--- config.mk ---
export PLATFORM = sky130hd
export DESIGN_NAME = lin_rx_msgbuf
export DESIGN_NICKNAME = d
export VERILOG_FILES = /design/src/rtl/lin_rxbuf_pkg.sv /design/src/rtl/lin_rxbuf_ctrl.sv /design/src/rtl/lin_rxbuf_store.sv /design/src/rtl/lin_rx_msgbuf.sv
export SDC_FILE = /design/constraint.sdc
export NUM_CORES = 1
export LEC_CHECK = 0
export ABC_AREA = 1
export CORE_MARGIN = 2
export CORE_UTILIZATION = 36
export DETAILED_ROUTE_END_ITERATION = 7
export HOLD_SLACK_MARGIN = 0.08
export PLACE_DENSITY_LB_ADDON = 0.25
export REMOVE_ABC_BUFFERS = 1
export SLEW_MARGIN = 15
export SYNTH_ARGS = -nofsm -noshare
export SYNTH_HDL_FRONTEND = slang
export SYNTH_SLANG_ARGS = --single-unit
--- constraint.sdc ---
create_clock -name clk -period 1.15 [get_ports clk]
set_input_delay 0.1725 -clock clk [delete_from_list [all_inputs] [get_ports clk]]
set_output_delay 0.1725 -clock clk [all_outputs]
set_load 0.01 [all_outputs]
--- src/rtl/lin_rxbuf_pkg.sv ---
// Shared constants and the message record for the receive buffer.
// Assumes at most eight data bytes and a six-bit identifier.
package lin_rxbuf_pkg;
    localparam int unsigned MAX_BYTES = 8;
    localparam int unsigned ID_W      = 6;
    localparam int unsigned LEN_W     = $clog2(MAX_BYTES + 1);
    localparam int unsigned DATA_W    = MAX_BYTES * 8;

    typedef struct packed {
        logic [ID_W-1:0]   id;
        logic [LEN_W-1:0]  len;
        logic [DATA_W-1:0] data;
    } rx_msg_t;
endpackage

--- src/rtl/lin_rxbuf_ctrl.sv ---
// Decides whether an arriving message is stored and keeps the full and
// overrun flags. Assumes every strobe is one cycle wide and synchronous.
// A release is applied before the arrival that shares its cycle.
module lin_rxbuf_ctrl (
    input  logic clk,
    input  logic rst_n,
    input  logic lock_mode_i,
    input  logic rx_done_i,
    input  logic rx_err_i,
    input  logic sw_release_i,
    input  logic ovr_clr_i,
    output logic store_o,
    output logic full_o,
    output logic ovr_o
);
    logic valid_msg;
    logic occupied;
    logic overrun;

    // Classify the arrival against the occupancy that remains after any release.
    always_comb begin
        valid_msg = rx_done_i && !rx_err_i;
        occupied  = full_o && !sw_release_i;
        overrun   = valid_msg && occupied;
        store_o   = valid_msg && (!occupied || !lock_mode_i);
    end

    // Track occupancy: a store fills the buffer, a release empties it.
    always_ff @(posedge clk) begin
        if (!rst_n)            full_o <= 1'b0;
        else if (store_o)      full_o <= 1'b1;
        else if (sw_release_i) full_o <= 1'b0;
    end

    // Sticky overrun flag; a new overrun wins over a clear in the same cycle.
    always_ff @(posedge clk) begin
        if (!rst_n)         ovr_o <= 1'b0;
        else if (overrun)   ovr_o <= 1'b1;
        else if (ovr_clr_i) ovr_o <= 1'b0;
    end
endmodule

--- src/rtl/lin_rxbuf_store.sv ---
// Message storage register. Loads the arriving record when store_i is set
// and zeroes every data byte at or beyond the reported length.
module lin_rxbuf_store
    import lin_rxbuf_pkg::*;
(
    input  logic    clk,
    input  logic    rst_n,
    input  logic    store_i,
    input  rx_msg_t msg_i,
    output rx_msg_t msg_o
);
    logic [DATA_W-1:0] masked_data;

    // Gate each byte lane with its own comparison against the length.
    for (genvar k = 0; k < MAX_BYTES; k++) begin : g_lane
        always_comb begin
            masked_data[8*k +: 8] = (LEN_W'(k) < msg_i.len) ? msg_i.data[8*k +: 8] : 8'h00;
        end
    end

    // Hold the record; load a new one only when the control unit asks.
    always_ff @(posedge clk) begin
        if (!rst_n) begin
            msg_o <= '0;
        end else if (store_i) begin
            msg_o.id   <= msg_i.id;
            msg_o.len  <= msg_i.len;
            msg_o.data <= masked_data;
        end
    end
endmodule

--- src/rtl/lin_rx_msgbuf.sv ---
// Top level of the single-message receive buffer. Joins the store decision
// with the storage register. Assumes the receive logic reports one finished
// message per strobe and drives a length of 0 to 8.
module lin_rx_msgbuf
    import lin_rxbuf_pkg::*;
(
    input  logic              clk,
    input  logic              rst_n,
    input  logic              lock_mode_i,
    input  logic              rx_done_i,
    input  logic              rx_err_i,
    input  logic [ID_W-1:0]   rx_id_i,
    input  logic [LEN_W-1:0]  rx_len_i,
    input  logic [DATA_W-1:0] rx_data_i,
    input  logic              sw_release_i,
    input  logic              ovr_clr_i,
    output logic              buf_full_o,
    output logic              buf_ovr_o,
    output logic [ID_W-1:0]   buf_id_o,
    output logic [LEN_W-1:0]  buf_len_o,
    output logic [DATA_W-1:0] buf_data_o
);
    logic    store;
    rx_msg_t in_msg;
    rx_msg_t held_msg;

    // Pack the incoming fields and unpack the held record.
    always_comb begin
        in_msg.id   = rx_id_i;
        in_msg.len  = rx_len_i;
        in_msg.data = rx_data_i;
        buf_id_o    = held_msg.id;
        buf_len_o   = held_msg.len;
        buf_data_o  = held_msg.data;
    end

    lin_rxbuf_ctrl u_ctrl (
        .clk          (clk),
        .rst_n        (rst_n),
        .lock_mode_i  (lock_mode_i),
        .rx_done_i    (rx_done_i),
        .rx_err_i     (rx_err_i),
        .sw_release_i (sw_release_i),
        .ovr_clr_i    (ovr_clr_i),
        .store_o      (store),
        .full_o       (buf_full_o),
        .ovr_o        (buf_ovr_o)
    );

    lin_rxbuf_store u_store (
        .clk     (clk),
        .rst_n   (rst_n),
        .store_i (store),
        .msg_i   (in_msg),
        .msg_o   (held_msg)
    );
endmodule

### After elaboration in Yosys (flattened, before gate mapping)

Cells that the tools add are included.

* bits of input ports: 81
* flip-flop bits (word level): 76
* word-level logic and storage cells: 36
* output and inout port bits: 76

* mux-type cells: 12
* reductions and logical operators: 11
* magnitude comparators: 8

Operator list (count)
* 8-bit two-way mux: 8
* 3-bit by 4-bit less-than comparator with 1-bit output (first input constant): 4
* 1-bit by 4-bit less-than comparator with 1-bit output (first input constant): 2
* 2-bit by 4-bit less-than comparator with 1-bit output (first input constant): 2
* 1-bit logical AND: 4
* 1-bit logical NOT: 4
* 1-bit two-way mux: 4
* 2-bit nonzero test: 2
* 1-bit logical OR: 1

### Longest topological paths before layout

* word-level depth: 6
* gate-level depth with buffers: 9

### Cells and area by module

From an unflattened synthesis, not the netlist that was laid out.

* cell total of the unflattened synthesis: 351
* area, all modules: 2820.2 um^2

By module, submodules not included
* lin_rxbuf_store: area an instance 2717.6 um^2, times used 1, cells an instance 336, sequential area each 1481.4 um^2
* lin_rxbuf_ctrl: area an instance 102.6 um^2, times used 1, cells an instance 15, sequential area each 40.0 um^2

### Worst setup path before layout

OpenSTA, ideal clock, no wires.

* path type: register to register
* from: reg u_ctrl.full_o
* to: reg u_store.msg_o[66] (netlist name)
* data required time: 1.034 ns
* cell stages (with the launch flop): 8
* data arrival time: 1.107 ns
* path slack: -0.073 ns
* path buffers: 2
* cell sequence: dfxtp_1 nand3_2 nand2_4 inv_2 buf_6 buf_4 nor2_1 nor2_1

* word-level cells in the longest chain between the ends: 4

Ends and longest elaborated chain
* start, declared: RTL line lin_rxbuf_ctrl.sv:13 `output logic full_o,`
* start signal, assigned: RTL line lin_rxbuf_ctrl.sv:30 `if (!rst_n) full_o <= 1'b0;`
* start signal, assigned: RTL line lin_rxbuf_ctrl.sv:31 `else if (store_o) full_o <= 1'b1;`
* start signal, assigned: RTL line lin_rxbuf_ctrl.sv:32 `else if (sw_release_i) full_o <= 1'b0;`
* 1-bit logical AND: RTL line lin_rxbuf_ctrl.sv:23 `occupied = full_o && !sw_release_i;`
* 1-bit logical NOT: RTL line lin_rxbuf_ctrl.sv:25 `store_o = valid_msg && (!occupied || !lock_mode_i);`
* 1-bit logical OR: RTL line lin_rxbuf_ctrl.sv:25
* 1-bit logical AND: RTL line lin_rxbuf_ctrl.sv:25
* end, declared: RTL line lin_rxbuf_store.sv:10 `output rx_msg_t msg_o`

No other way between the ends.
A chain may end at the register's enable or synchronous reset.

### Final worst setup path

* from: in rx_err_i
* to: reg u_store.msg_o[21] (netlist name)

* word-level cells in the longest chain between the ends: 3

Ends and longest elaborated chain
* start, declared: RTL line lin_rx_msgbuf.sv:11 `input logic rx_err_i,`
* 1-bit logical NOT: RTL line lin_rxbuf_ctrl.sv:22 `valid_msg = rx_done_i && !rx_err_i;`
* 1-bit logical AND: RTL line lin_rxbuf_ctrl.sv:22
* 1-bit logical AND: RTL line lin_rxbuf_ctrl.sv:25

No other way between the ends.

==> impl_metrics.xml <==
<?xml version="1.0" encoding="UTF-8"?>
<metrics>
  <group name="power_and_ir_drop">
    <metric name="peakVddDrop" unit="µV">508.3</metric>
    <metric name="cellInternalPower" unit="mW">4.503</metric>
    <metric name="switching_share" unit="%">25.80</metric>
    <metric name="cellPowerDensity" unit="nW/µm²">1198</metric>
    <metric name="p_leak" unit="nW">2.206</metric>
    <metric name="share_comb_of_total_power" unit="%">18.8</metric>
    <metric name="total_switching_power" unit="mW">1.566</metric>
    <metric name="power.total" unit="mW">6.069</metric>
    <metric name="share_clk_of_total_power" unit="%">34.4</metric>
    <metric name="seqPwrFrac" unit="%">46.8</metric>
  </group>
  <group name="logic_synthesis">
    <metric name="yosys.area.top_type" unit="">sky130_fd_sc_hd__dfxtp_1</metric>
    <metric name="postSynthCellCount" unit="">446</metric>
    <metric name="ys_seq_area_share" unit="%">48.04</metric>
    <metric name="synth.cell_area" unit="µm²">3167</metric>
    <metric name="yosys.area_share.adder" unit="%">0</metric>
    <metric name="yosys-mux-area-fraction" unit="%">0</metric>
    <metric name="synth_area_in_simple_gates" unit="%">32.28</metric>
    <metric name="combinational_family_with_the_most_area_after_synthesis" unit="">simple AND/OR/NAND/NOR gates</metric>
    <metric name="synth_area_per_cell" unit="µm²">7.100</metric>
    <metric name="synth.ff_latch_count" unit="">76</metric>
    <metric name="synth_warnings" unit="">0</metric>
    <metric name="synth_top_area_share" unit="%">48.04</metric>
    <metric name="compound_gate_portion_of_the_synthesized_area" unit="%">13.75</metric>
    <metric name="post_synth_main_area_contributors" unit="">sky130_fd_sc_hd__dfxtp_1 48%, sky130_fd_sc_hd__nor2_1 17%, sky130_fd_sc_hd__nand2_1 10%, sky130_fd_sc_hd__a21boi_0 5.7%, sky130_fd_sc_hd__o21ai_0 4.7%</metric>
    <metric name="yosys.area_share.xor_xnor" unit="%">0</metric>
    <metric name="ys_types" unit="">19</metric>
  </group>
  <group name="cells_and_area">
    <metric name="finished_core_util" unit="%">58.65</metric>
    <metric name="fillerInstances" unit="">819</metric>
    <metric name="nets" unit="">684</metric>
    <metric name="areaGrowthSynthToFinish" unit="%">59.94</metric>
    <metric name="n_antenna_cell" unit="">0</metric>
    <metric name="final_cells" unit="">716</metric>
    <metric name="fraction_of_layout_instances_using_a_drive_strength_above_1" unit="%">13.82</metric>
    <metric name="sequential_cell_area" unit="µm²">1525</metric>
    <metric name="finalInstanceArea" unit="µm²">5065</metric>
    <metric name="multiInputGateArea" unit="µm²">1491</metric>
  </group>
  <group name="timing">
    <metric name="slew-limit-headroom" unit="%">80.63</metric>
    <metric name="finalHoldViolations" unit="">0</metric>
    <metric name="min_period" unit="ps">1147</metric>
    <metric name="final.period_utilization" unit="%">99.75</metric>
    <metric name="max_slew.worst_pin.slew" unit="ps">290.1</metric>
    <metric name="finalClockSkew" unit="ps">4.120</metric>
    <metric name="fmaxAchievable" unit="MHz">871.7</metric>
    <metric name="rsz0062_at_grt" unit="">true</metric>
    <metric name="setup_violations" unit="">0</metric>
    <metric name="setup_total_negative_slack" unit="ps">0</metric>
    <metric name="final_max_slew_viol_count" unit="">0</metric>
  </group>
  <group name="global_route">
    <metric name="pin_count_of_the_biggest_net_entering_global_routing" unit="">44</metric>
    <metric name="wire_length_of_the_first_global_routing_pass" unit="mm">15.19</metric>
    <metric name="globalRoute.totalOverflow" unit="">0</metric>
    <metric name="tot_gr_track_use" unit="%">19.50</metric>
    <metric name="first_global_vias" unit="">3175</metric>
    <metric name="number_of_antenna_violations_at_the_first_check_in_global_routing" unit="">0</metric>
  </group>
  <group name="worst_setup_path">
    <metric name="crit_required" unit="ps">1390</metric>
    <metric name="worstPathMaxFanout" unit="">27</metric>
    <metric name="critPathArrivalTime" unit="ps">1390</metric>
    <metric name="worst_setup_path_end_kind" unit="">flop</metric>
    <metric name="kind_of_start_point_of_the_critical_path" unit="">input port</metric>
    <metric name="worstSetupPathType" unit="">in2reg</metric>
  </group>
  <group name="floorplanning">
    <metric name="io_pins" unit="">157</metric>
    <metric name="start_util" unit="%">36.67</metric>
    <metric name="fp.dieH" unit="µm">97.79</metric>
    <metric name="floorplan.die_area" unit="µm²">9563</metric>
    <metric name="rows" unit="">34</metric>
    <metric name="core-area" unit="µm²">8636</metric>
    <metric name="die_w" unit="µm">97.79</metric>
  </group>
  <group name="placement">
    <metric name="dp.final_hpwl" unit="mm">6.656</metric>
    <metric name="portBuffers" unit="">156</metric>
    <metric name="placed_cells" unit="">699</metric>
    <metric name="placed_area" unit="µm²">4935</metric>
    <metric name="gp_congestion" unit="">0.8187</metric>
  </group>
  <group name="flow_run">
    <metric name="max-cap-violations" unit="">0</metric>
  </group>
  <group name="cts">
    <metric name="clock_tree.root_cell" unit="">sky130_fd_sc_hd__clkbuf_8</metric>
    <metric name="worstSkewPairLatency" unit="ps">340</metric>
    <metric name="max-clock-path-buffers" unit="">2</metric>
    <metric name="worst_setup_hold_path_clk_slew" unit="ps">80</metric>
    <metric name="clock-sinks" unit="">76</metric>
    <metric name="postCtsSetupRepairBufs" unit="">0</metric>
    <metric name="cts_tree" unit="">done</metric>
    <metric name="cts-buffers-inserted" unit="">9</metric>
    <metric name="h-tree-depth" unit="">3</metric>
  </group>
  <group name="detailed_routing">
    <metric name="detail_route.vias_per_cell" unit="">4.715</metric>
    <metric name="routedWlPerCell" unit="µm">13.22</metric>
    <metric name="antenna_violating_nets_post_route" unit="">0</metric>
    <metric name="drt_drc_violations_left" unit="">0</metric>
    <metric name="finalWirelength" unit="mm">9.468</metric>
    <metric name="routed-via-count" unit="">3376</metric>
    <metric name="drt-pass1-iter-count" unit="">4</metric>
    <metric name="drt_iter0_drc" unit="">62</metric>
  </group>
  <group name="status">
    <metric name="outcome" unit="">complete, no violations</metric>
  </group>
  <group name="min_path">
    <metric name="worst_min_path_class" unit="">in2reg</metric>
  </group>
</metrics>
sequential cells by signal, summed over array words and instances (netlist names):
signal / flops
u_ctrl.ovr_o: 1
u_store.msg_o: 74
u_ctrl.full_o: 1
cell type report:
type                       count  area share, %
timing repair buffer         177          32.93
sequential                    76          30.11
multi-input combinational    330          29.45
clock buffer                  13          3.137
tap                          108          2.668
clock inverter                 3         0.8893
inverter                       9         0.8152
cells in the mapped netlist:
| cell | number |
|---|---|
| sky130_fd_sc_hd__nand3_1 | 19 |
| sky130_fd_sc_hd__nor2_1 | 141 |
| sky130_fd_sc_hd__buf_2 | 12 |
| sky130_fd_sc_hd__o21ai_0 | 30 |
| sky130_fd_sc_hd__inv_1 | 5 |
| sky130_fd_sc_hd__nand3_2 | 1 |
| sky130_fd_sc_hd__a21boi_0 | 24 |
| sky130_fd_sc_hd__nand4_1 | 8 |
| sky130_fd_sc_hd__nand2_4 | 1 |
| sky130_fd_sc_hd__clkbuf_1 | 15 |
| sky130_fd_sc_hd__dfxtp_1 | 76 |
| sky130_fd_sc_hd__a21oi_1 | 18 |
| sky130_fd_sc_hd__nand2_1 | 84 |
| sky130_fd_sc_hd__inv_2 | 3 |
| sky130_fd_sc_hd__buf_6 | 2 |
| sky130_fd_sc_hd__nor2_4 | 1 |
| sky130_fd_sc_hd__buf_4 | 2 |
| sky130_fd_sc_hd__o21ai_1 | 3 |
| sky130_fd_sc_hd__clkinv_1 | 1 |
per-layer routing:
layer	part of all wire, %	GRT usage [%]
met5	0	0
met4	1.1	5.769
met3	8.9	7.588
met2	44	30.29
met1	45	25.28
kinds of logic (layout without fill, tap and decap cells):
logic type / count (synthesis) / count (layout)
buf+inv: 40 / 202
simple gates: 255 / 255
flops: 76 / 76
compound gates: 75 / 75
through the flow:
step | hold WS (ps) | worst slack [ps]
2_1_floorplan | 292.9 | -928.9
3_3_place_gp | 450.9 | -434.0
3_5_place_dp | 455.6 | -446.1
4_1_cts | 390.7 | -9.281
5_1_grt | 311.4 | -78.79
6_report | 263.1 | 2.867
worst max-delay path, stage by stage:
cell and delay [ps]:
sky130_fd_sc_hd__clkdlybuf4s50_1 450, sky130_fd_sc_hd__nor2_4 230, sky130_fd_sc_hd__nand2_8 110, sky130_fd_sc_hd__inv_8 100, sky130_fd_sc_hd__buf_12 160, sky130_fd_sc_hd__nand2_1 70, sky130_fd_sc_hd__nand2_1 60, sky130_fd_sc_hd__nor2_1 40
cells in the final DEF, fill, tap and decap left out, drive strengths merged:
cell,n
dfxtp,76
a21oi,18
clkdlybuf4s15,35
nand3,20
nand4,8
a21boi,24
dlygate4sd2,6
nor2,142
o21ai,33
clkinvlp,2
clkdlybuf4s50,77
clkbuf,50
bufinv,1
dlymetal6s2s,2
nand2,85
buf,20
clkinv,1
inv,8
timing repair:
| action | 4_1_cts | 5_1_grt |
|---|---|---|
| gates resized for setup | 109 | 116 |
| cloned | 0 | 1 |
| pin swaps | 1 | 3 |
| hold buffers | 0 | 0 |
| setup endpoints to repair | 121 | 138 |
power groups by stage:
stage                     clock network [mW]  logic, mW  registers (mW)
after floorplan                            0      0.365            2.96
after global placement                     0       1.19            2.90
after detailed placement                   0       1.20            2.90
after CTS                               2.14       1.12            2.84
after global routing                    2.27       1.26            2.86
final                                   2.09       1.14            2.84
worst paths after layout:
kind | depth (start not counted) | start | endpoint | slack [ps]
max | 8 | rx_err_i | u_store.msg_o[21]$_SDFFE_PN0P_ | 3
min | 3 | rx_len_i[1] | u_store.msg_o[65]$_SDFFE_PN0P_ | 260
max reg2reg | 6 | u_ctrl.full_o$_SDFFE_PN0P_ | u_store.msg_o[31]$_SDFFE_PN0P_ | 30
min reg2reg | 2 | u_store.msg_o[61]$_SDFFE_PN0P_ | u_store.msg_o[61]$_SDFFE_PN0P_ | 470
No activity file was read; power rests on OpenSTA's default activity.
